==> src/rtl/boot_redir_pkg.sv <==
package boot_redir_pkg;

  typedef enum logic [1:0] {
    TGT_NONE = 2'd0,
    TGT_USER = 2'd1,
    TGT_ROM  = 2'd2
  } target_e;

endpackage

==> src/rtl/boot_mode_ctrl.sv <==
module boot_mode_ctrl (
  input  logic clk_i,
  input  logic hw_rst_i,
  input  logic sw_rst_i,
  input  logic boot_sel_pin_i,
  output logic boot_mode_o,
  output logic restart_o
);

  logic mode_q;
  logic restart_q;
  logic mode_upd;
  logic enter_boot;

  // named reset events for the assertions
  assign mode_upd   = hw_rst_i | sw_rst_i;
  assign enter_boot = hw_rst_i & ~boot_sel_pin_i;

  always_ff @(posedge clk_i) begin
    if (hw_rst_i) begin
      mode_q <= enter_boot;
    end else if (sw_rst_i) begin
      mode_q <= 1'b0;
    end
    restart_q <= mode_upd;
  end

  assign boot_mode_o = mode_q;
  assign restart_o   = restart_q & ~hw_rst_i;

  AST_MODE_HOLD: assert property (@(posedge clk_i) disable iff (hw_rst_i)
    !mode_upd |=> $stable(mode_q));

  AST_SW_EXIT: assert property (@(posedge clk_i) disable iff (hw_rst_i)
    sw_rst_i |=> !mode_q);

  AST_HW_SAMPLE: assert property (@(posedge clk_i) disable iff (hw_rst_i)
    $fell(hw_rst_i) |-> (mode_q == !$past(boot_sel_pin_i)));

  AST_RESTART_PULSE: assert property (@(posedge clk_i) disable iff (hw_rst_i)
    $fell(hw_rst_i) |-> restart_o);

endmodule

==> src/rtl/flash_window_dec.sv <==
module flash_window_dec #(
  parameter int ADDR_W    = 24,
  parameter int WIN_W     = 15,
  parameter int SEG_SHIFT = 16
) (
  input  logic [ADDR_W-1:0] addr_i,
  input  logic              seg1_i,
  output logic              hit_o,
  output logic [ADDR_W-1:0] offset_o
);

  localparam int TAG_W = ADDR_W - WIN_W;

  function automatic logic [TAG_W-1:0] window_tag(input logic seg1);
    logic [TAG_W-1:0] t;
    t = '0;
    if (seg1) t = TAG_W'(1 << (SEG_SHIFT - WIN_W));
    return t;
  endfunction

  function automatic logic [ADDR_W-1:0] window_offset(input logic [ADDR_W-1:0] a);
    logic [ADDR_W-1:0] o;
    o = '0;
    o[WIN_W-1:0] = a[WIN_W-1:0];
    return o;
  endfunction

  assign hit_o    = (addr_i[ADDR_W-1:WIN_W] == window_tag(seg1_i));
  assign offset_o = window_offset(addr_i);

endmodule

==> src/rtl/access_steer.sv <==
module access_steer
  import boot_redir_pkg::*;
#(
  parameter int ADDR_W       = 24,
  parameter bit HAS_BOOT_ROM = 1'b1
) (
  input  logic              clk_i,
  input  logic              hw_rst_i,
  input  logic              sw_rst_i,
  input  logic              boot_mode_i,
  input  logic              acc_valid_i,
  input  logic              acc_is_code_i,
  input  logic [ADDR_W-1:0] acc_addr_i,
  input  logic              win_hit_i,
  input  logic [ADDR_W-1:0] win_offset_i,
  output logic              rom_sel_o,
  output logic              data_valid_o,
  output logic [ADDR_W-1:0] route_addr_o
);

  logic    in_reset;
  logic    redirect;
  logic    undefined_read;
  target_e tgt;

  assign in_reset = hw_rst_i | sw_rst_i;
  assign redirect = acc_valid_i & ~in_reset & boot_mode_i & win_hit_i;

  generate
    if (HAS_BOOT_ROM) begin : g_rom
      assign undefined_read = 1'b0;
    end else begin : g_no_rom
      assign undefined_read = redirect & ~acc_is_code_i;
    end
  endgenerate

  always_comb begin
    if (!acc_valid_i || in_reset) tgt = TGT_NONE;
    else if (redirect)            tgt = TGT_ROM;
    else                          tgt = TGT_USER;
  end

  assign rom_sel_o    = (tgt == TGT_ROM);
  assign data_valid_o = (tgt != TGT_NONE) & ~undefined_read;
  assign route_addr_o = (tgt == TGT_ROM) ? win_offset_i : acc_addr_i;

  AST_ROM_ONLY_IN_BOOT: assert property (@(posedge clk_i) disable iff (hw_rst_i)
    rom_sel_o |-> boot_mode_i);

  AST_QUIET_IN_RESET: assert property (@(posedge clk_i) disable iff (hw_rst_i)
    sw_rst_i |-> (!rom_sel_o && !data_valid_o));

  AST_NOROM_READ: assert property (@(posedge clk_i) disable iff (hw_rst_i)
    (!HAS_BOOT_ROM && rom_sel_o && !acc_is_code_i) |-> !data_valid_o);

endmodule

==> src/rtl/boot_redirect.sv <==
module boot_redirect #(
  parameter int ADDR_W       = 24,
  parameter int WIN_W        = 15,
  parameter int SEG_SHIFT    = 16,
  parameter bit HAS_BOOT_ROM = 1'b1
) (
  input  logic              clk_i,
  input  logic              hw_rst_i,
  input  logic              sw_rst_i,
  input  logic              boot_sel_pin_i,
  input  logic              seg1_map_i,
  input  logic              acc_valid_i,
  input  logic              acc_is_code_i,
  input  logic [ADDR_W-1:0] acc_addr_i,
  output logic              boot_mode_o,
  output logic              wdt_disable_o,
  output logic              rom_sel_o,
  output logic              data_valid_o,
  output logic [ADDR_W-1:0] route_addr_o,
  output logic              restart_o
);

  logic              boot_mode;
  logic              win_hit;
  logic [ADDR_W-1:0] win_offset;

  boot_mode_ctrl u_mode (
    .clk_i          (clk_i),
    .hw_rst_i       (hw_rst_i),
    .sw_rst_i       (sw_rst_i),
    .boot_sel_pin_i (boot_sel_pin_i),
    .boot_mode_o    (boot_mode),
    .restart_o      (restart_o)
  );

  flash_window_dec #(
    .ADDR_W    (ADDR_W),
    .WIN_W     (WIN_W),
    .SEG_SHIFT (SEG_SHIFT)
  ) u_dec (
    .addr_i   (acc_addr_i),
    .seg1_i   (seg1_map_i),
    .hit_o    (win_hit),
    .offset_o (win_offset)
  );

  access_steer #(
    .ADDR_W       (ADDR_W),
    .HAS_BOOT_ROM (HAS_BOOT_ROM)
  ) u_steer (
    .clk_i         (clk_i),
    .hw_rst_i      (hw_rst_i),
    .sw_rst_i      (sw_rst_i),
    .boot_mode_i   (boot_mode),
    .acc_valid_i   (acc_valid_i),
    .acc_is_code_i (acc_is_code_i),
    .acc_addr_i    (acc_addr_i),
    .win_hit_i     (win_hit),
    .win_offset_i  (win_offset),
    .rom_sel_o     (rom_sel_o),
    .data_valid_o  (data_valid_o),
    .route_addr_o  (route_addr_o)
  );

  assign boot_mode_o   = boot_mode;
  assign wdt_disable_o = boot_mode;

  AST_WDT_OFF_IN_BOOT: assert property (@(posedge clk_i) disable iff (hw_rst_i)
    boot_mode_o |-> wdt_disable_o);

endmodule

==> config.mk <==
export PLATFORM = sky130hd
export DESIGN_NAME = boot_redirect
export DESIGN_NICKNAME = d
export VERILOG_FILES = /design/src/rtl/boot_redir_pkg.sv /design/src/rtl/boot_mode_ctrl.sv /design/src/rtl/flash_window_dec.sv /design/src/rtl/access_steer.sv /design/src/rtl/boot_redirect.sv
export SDC_FILE = /design/constraint.sdc
export NUM_CORES = 1
export LEC_CHECK = 0
export BUFFER_PORTS_ARGS = -buffer_cell sky130_fd_sc_hd__buf_4
export CAP_MARGIN = 10
export CORE_ASPECT_RATIO = 1.1
export CORE_UTILIZATION = 41
export CTS_CLUSTER_SIZE = 30
export DETAILED_ROUTE_END_ITERATION = 12
export PLACE_DENSITY = 0.87
export SLEW_MARGIN = 20
export SYNTH_ARGS = -nofsm -noshare
export SYNTH_HDL_FRONTEND = slang
export SYNTH_HIERARCHICAL = 1
export SYNTH_SLANG_ARGS = --single-unit
==> constraint.sdc <==
create_clock -name clk_i -period 3 [get_ports clk_i]
set_clock_uncertainty 0.15 [all_clocks]
set_input_delay 0.6 -clock clk_i [delete_from_list [all_inputs] [get_ports clk_i]]
set_output_delay 0.6 -clock clk_i [all_outputs]
set_load 0.01 [all_outputs]
==> results of run 1 <==
kinds of logic (layout without fill, tap and decap cells):
logic type    after synthesis  in the layout  synth area share (%)
xor+xnor                    1              1                  1.25
buf+inv                    28             64                  34.2
flops                       2              2                  7.16
mux                        24             24                  48.8
other cells                 1              9                 0.536
simple gates                8              8                  8.05
critical path, stage by stage:
cell	delay, ns
buf_4	0.11
nor4_1	0.27
and3_1	0.19
and3_1	0.16
buf_4	0.24
mux2_2	0.37
buf_4	0.14
flip-flops by register name, summed over array words and instances (netlist names):
signal              count
u_mode/restart_q        1
u_mode/boot_mode_o      1
worst max-delay path by stage:
| stage | to | start |
|---|---|---|
| global placement | route_addr_o[0] | acc_addr_i[18] |
| detailed placement | route_addr_o[1] | acc_addr_i[18] |
| finish | route_addr_o[1] | acc_addr_i[18] |
| global route | route_addr_o[1] | acc_addr_i[18] |
| CTS | route_addr_o[1] | acc_addr_i[18] |
| floorplan | route_addr_o[13] | acc_addr_i[17] |
layout by cell type (no fill, tap or decap), drive strengths merged:
cell type	count
and3	2
buf	60
clkbuf	4
conb	9
dfxtp	1
edfxtp	1
mux2	24
nor2b	2
nor3b	1
nor4	2
or2	1
xnor2	1
per-stage QoR:
| step | area (µm²) | hold slack (ns) | std cells |
|---|---|---|---|
| CTS | 988 | 0.496 | 125 |
| finish | 988 | 0.499 | 125 |
| floorplan | 729 | 0.577 | 72 |
| global route | 988 | 0.508 | 125 |
| global placement | 962 | 0.681 | 121 |
| detailed placement | 962 | 0.722 | 121 |
cell usage after synthesis, drive strengths merged:
cell type  count  area (µm²)
edfxtp         1        30.0
nor2b          2        12.5
nor3b          1        12.5
and3           2        12.5
buf           28         239
nor4           2        12.5
xnor2          1        8.76
conb           1        3.75
or2            1        6.26
dfxtp          1        20.0
mux2          24         342
power by group:
| part | internal [mW] | switching, mW | total [mW] |
|---|---|---|---|
| Combinational | 0.0699 | 0.0349 | 0.105 |
| Sequential | 0.0311 | 0.00132 | 0.0324 |
| Clock | 0.0494 | 0.0155 | 0.0649 |
layer usage:
metal | share of wire, % | global-route usage (%)
met1 | 28 | 12.6
met2 | 62 | 32.2
met3 | 8.9 | 0.985
met4 | 0.68 | 3.87
met5 | 0 | 0
area by class of cell:
cell class                 count  area [µm²]
tap                           17        21.3
timing repair buffer          60         450
multi-input combinational     42         440
clock buffer                   4        26.3
sequential                     2        50.0
fill                         141         588
==> reports/metrics.cfg, run 1 <==
[sta]
setup_viol = 0
fin_crit_ns = 2.83
setup_ws_ns = 0.175
finalHoldViolations = 0
rsz0062_at_grt = false
period_share_pct = 94.2
final_max_slew_viol_count = 0
fin_setup_tns_ns = 0
max_freq_mhz = 354

[placed_design]
preCtsSetupSlack_ns = 0.160
numPortBuffers = 58
globalplace.congestion = 0.669

[drt]
drt-total-wl_mm = 1.33
wl_per_cell_um = 10.6
drtIter0Drc = 0
firstDrtPassIters = 1
drtAntennaViolNets = 0
post-route-drc-count = 0
vias = 538
vias_per_cell = 4.30

[layout]
antennaDiodeCount = 0
areaGrowthSynthToFinish_pct = 41.3
drive_above_1_share_pct = 81.5
utilization_pct = 62.7
finalNetCount = 140

[cts]
clockBufferDepth = 2
cts_root_buffer = clkbuf_4
postCtsHoldBufs = 0
cts_buffers = 3
cts_sinks = 2
postCtsSetupBuffers = 0
cts_repair_resize_count = 0
path_clk_slew_ns = 0.04
cts_tree = done
cts_htree_levels = 1

[run_status]
outcome = finished, final reports clean

[die]
die_y_um = 45.3
die_area_um2 = 1880
io_pins = 60
row_count = 15
fp.dieW_um = 41.4
core_um2 = 1580
initial_core_util_pct = 44.4

[hold_path]
min_path_type = in -> reg
worstHoldEndpoint = u_mode/boot_mode_o
holdPathStages = 2
hold_path_startpoint = boot_sel_pin_i

[pwr]
powerDensity_nw_per_um2 = 205
total_power_uw = 202
p_leak_nw = 0.525
ir_worst_vdd_v = 0.000316

[synth]
ys_seq_area_share_pct = 7.16
ys_seq_elements = 2
synth_area_um2 = 699
ys_warn_count = 6
synth_cell_types = 14
synthCells = 64
synth.avg_cell_area_um2 = 10.9

[grt]
overflow = 0
antenna_found_initial = 0
grt_usage_pct = 14.7
grt_pass1_vias = 493
grt_max_degree = 14
grt_pass1_wl_mm = 1.89

[setup_path]
worstPathMaxFanout = 13
crit_path_start_kind = primary input
path_class = in -> out
end_kind = output pin
required_ns = 2.25
arrival_ns = 2.08

[flow_run]
maxCapViolCount = 0

Power figures use the tool's default switching activity.
==> run 2, diff against run 1 <==
- REMOVE_ABC_BUFFERS: not set -> 1
==> reports/metrics.cfg, run 2 (synthesis results as in run 1) <==
[run_status]
outcome = finished, final reports clean

[die]
fp.dieW_um = 41.4
io_pins = 60
core_um2 = 1580
row_count = 15
die_y_um = 45.3
initial_core_util_pct = 44.4
die_area_um2 = 1880

[drt]
drt-total-wl_mm = 1.23
post-route-drc-count = 0
vias = 543
wl_per_cell_um = 9.87
firstDrtPassIters = 1
drtIter0Drc = 0
drtAntennaViolNets = 0
vias_per_cell = 4.34

[sta]
period_share_pct = 96.5
fin_crit_ns = 2.89
max_freq_mhz = 346
final_max_slew_viol_count = 0
setup_viol = 0
rsz0062_at_grt = false
finalHoldViolations = 0
fin_setup_tns_ns = 0

[layout]
fillers = 141
layout_common_cells = buf_4, mux2_4, conb_1
areaGrowthSynthToFinish_pct = 43.1
antennaDiodeCount = 0
drive_above_1_share_pct = 81.5
finalNetCount = 140
final_common_cell = buf_4
seq_area_um2 = 50.0
multi_input_area_um2 = 440
final_area_um2 = 1000

[pwr]
total_power_uw = 202
p_leak_nw = 0.527
powerDensity_nw_per_um2 = 201
ir_worst_vdd_v = 0.000199

[cts]
cts_sinks = 2
cts_htree_levels = 1
postCtsSetupBuffers = 0
cts_repair_resize_count = 0
cts_buffers = 3
cts_tree = done
clockBufferDepth = 2
path_clk_slew_ns = 0.03
postCtsHoldBufs = 0
cts_root_buffer = clkbuf_4

[placed_design]
globalplace.congestion = 0.651
place_area_um2 = 975
numPortBuffers = 58
place_hpwl_mm = 1.10

[grt]
antenna_found_initial = 0
overflow = 0
grt_pass1_vias = 471
grt_pass1_wl_mm = 1.74
grt_usage_pct = 13.4
grt_max_degree = 16

[setup_path]
path_class = in -> out
crit_family = simple AND/OR/NAND/NOR gates
arrival_ns = 2.14
slowest_stage = mux2_2
slowest_delay_ns = 0.35
critPathBufInv = 3
worstPathMaxFanout = 10
crit_path_start_kind = primary input
cp_num_cells = 7
end_kind = output pin
required_ns = 2.25
path_cells = buf_4, nor4_1, and3_1, and3_1, buf_4, mux2_2, buf_4
cp_common_cell = buf_4

[flow_run]
maxCapViolCount = 0

[hold_path]
holdPathStages = 2
min_path_type = in -> reg

-- run 2: cell counts in the layout (fill, tap and decap cells not counted) --
Identical to the previous run, type by type.
-- run 2: power breakdown --
part           switching, mW  leakage [nW]  internal [mW]
clock                 0.0160        0.0150         0.0494
combinational         0.0342         0.493         0.0699
sequential           0.00104        0.0189         0.0311
total                 0.0512         0.527          0.150
-- run 2: area by class of cell --
class                      count  share of cell area (%)
clock buffer                   4                    2.63
timing repair buffer          60                    46.3
tap                           17                    2.13
sequential                     2                    5.00
multi-input combinational     42                    44.0
-- run 2: through the flow --
step / hold slack (ns) / util (%) / cells / setup slack (ns)
2_1_floorplan: 0.577 / - / 44 / -0.153
3_3_place_gp: 0.678 / 61.8 / 121 / 0.118
3_5_place_dp: 0.694 / 61.8 / 121 / 0.0718
4_1_cts: 0.466 / 63.5 / 125 / 0.0710
5_1_grt: 0.480 / 63.5 / 125 / 0.0347
6_report: 0.478 / 63.5 / 125 / 0.106
-- run 2: final timing paths --
check | startpoint | endpoint | slack (ns)
worst max-delay path | acc_addr_i[18] | route_addr_o[0] | 0.11
worst min-delay path | sw_rst_i | u_mode/restart_q | 0.48
-- run 2: per-layer routing --
metal	share of wire, %	GRT usage (%)	vias to the layer above	wire, µm
met4	0	3.87	0	0
met1	32	13.3	230	391
met5	0	0	-	0
li1	-	-	275	-
met3	13	3.45	0	159
met2	55	25.6	38	684
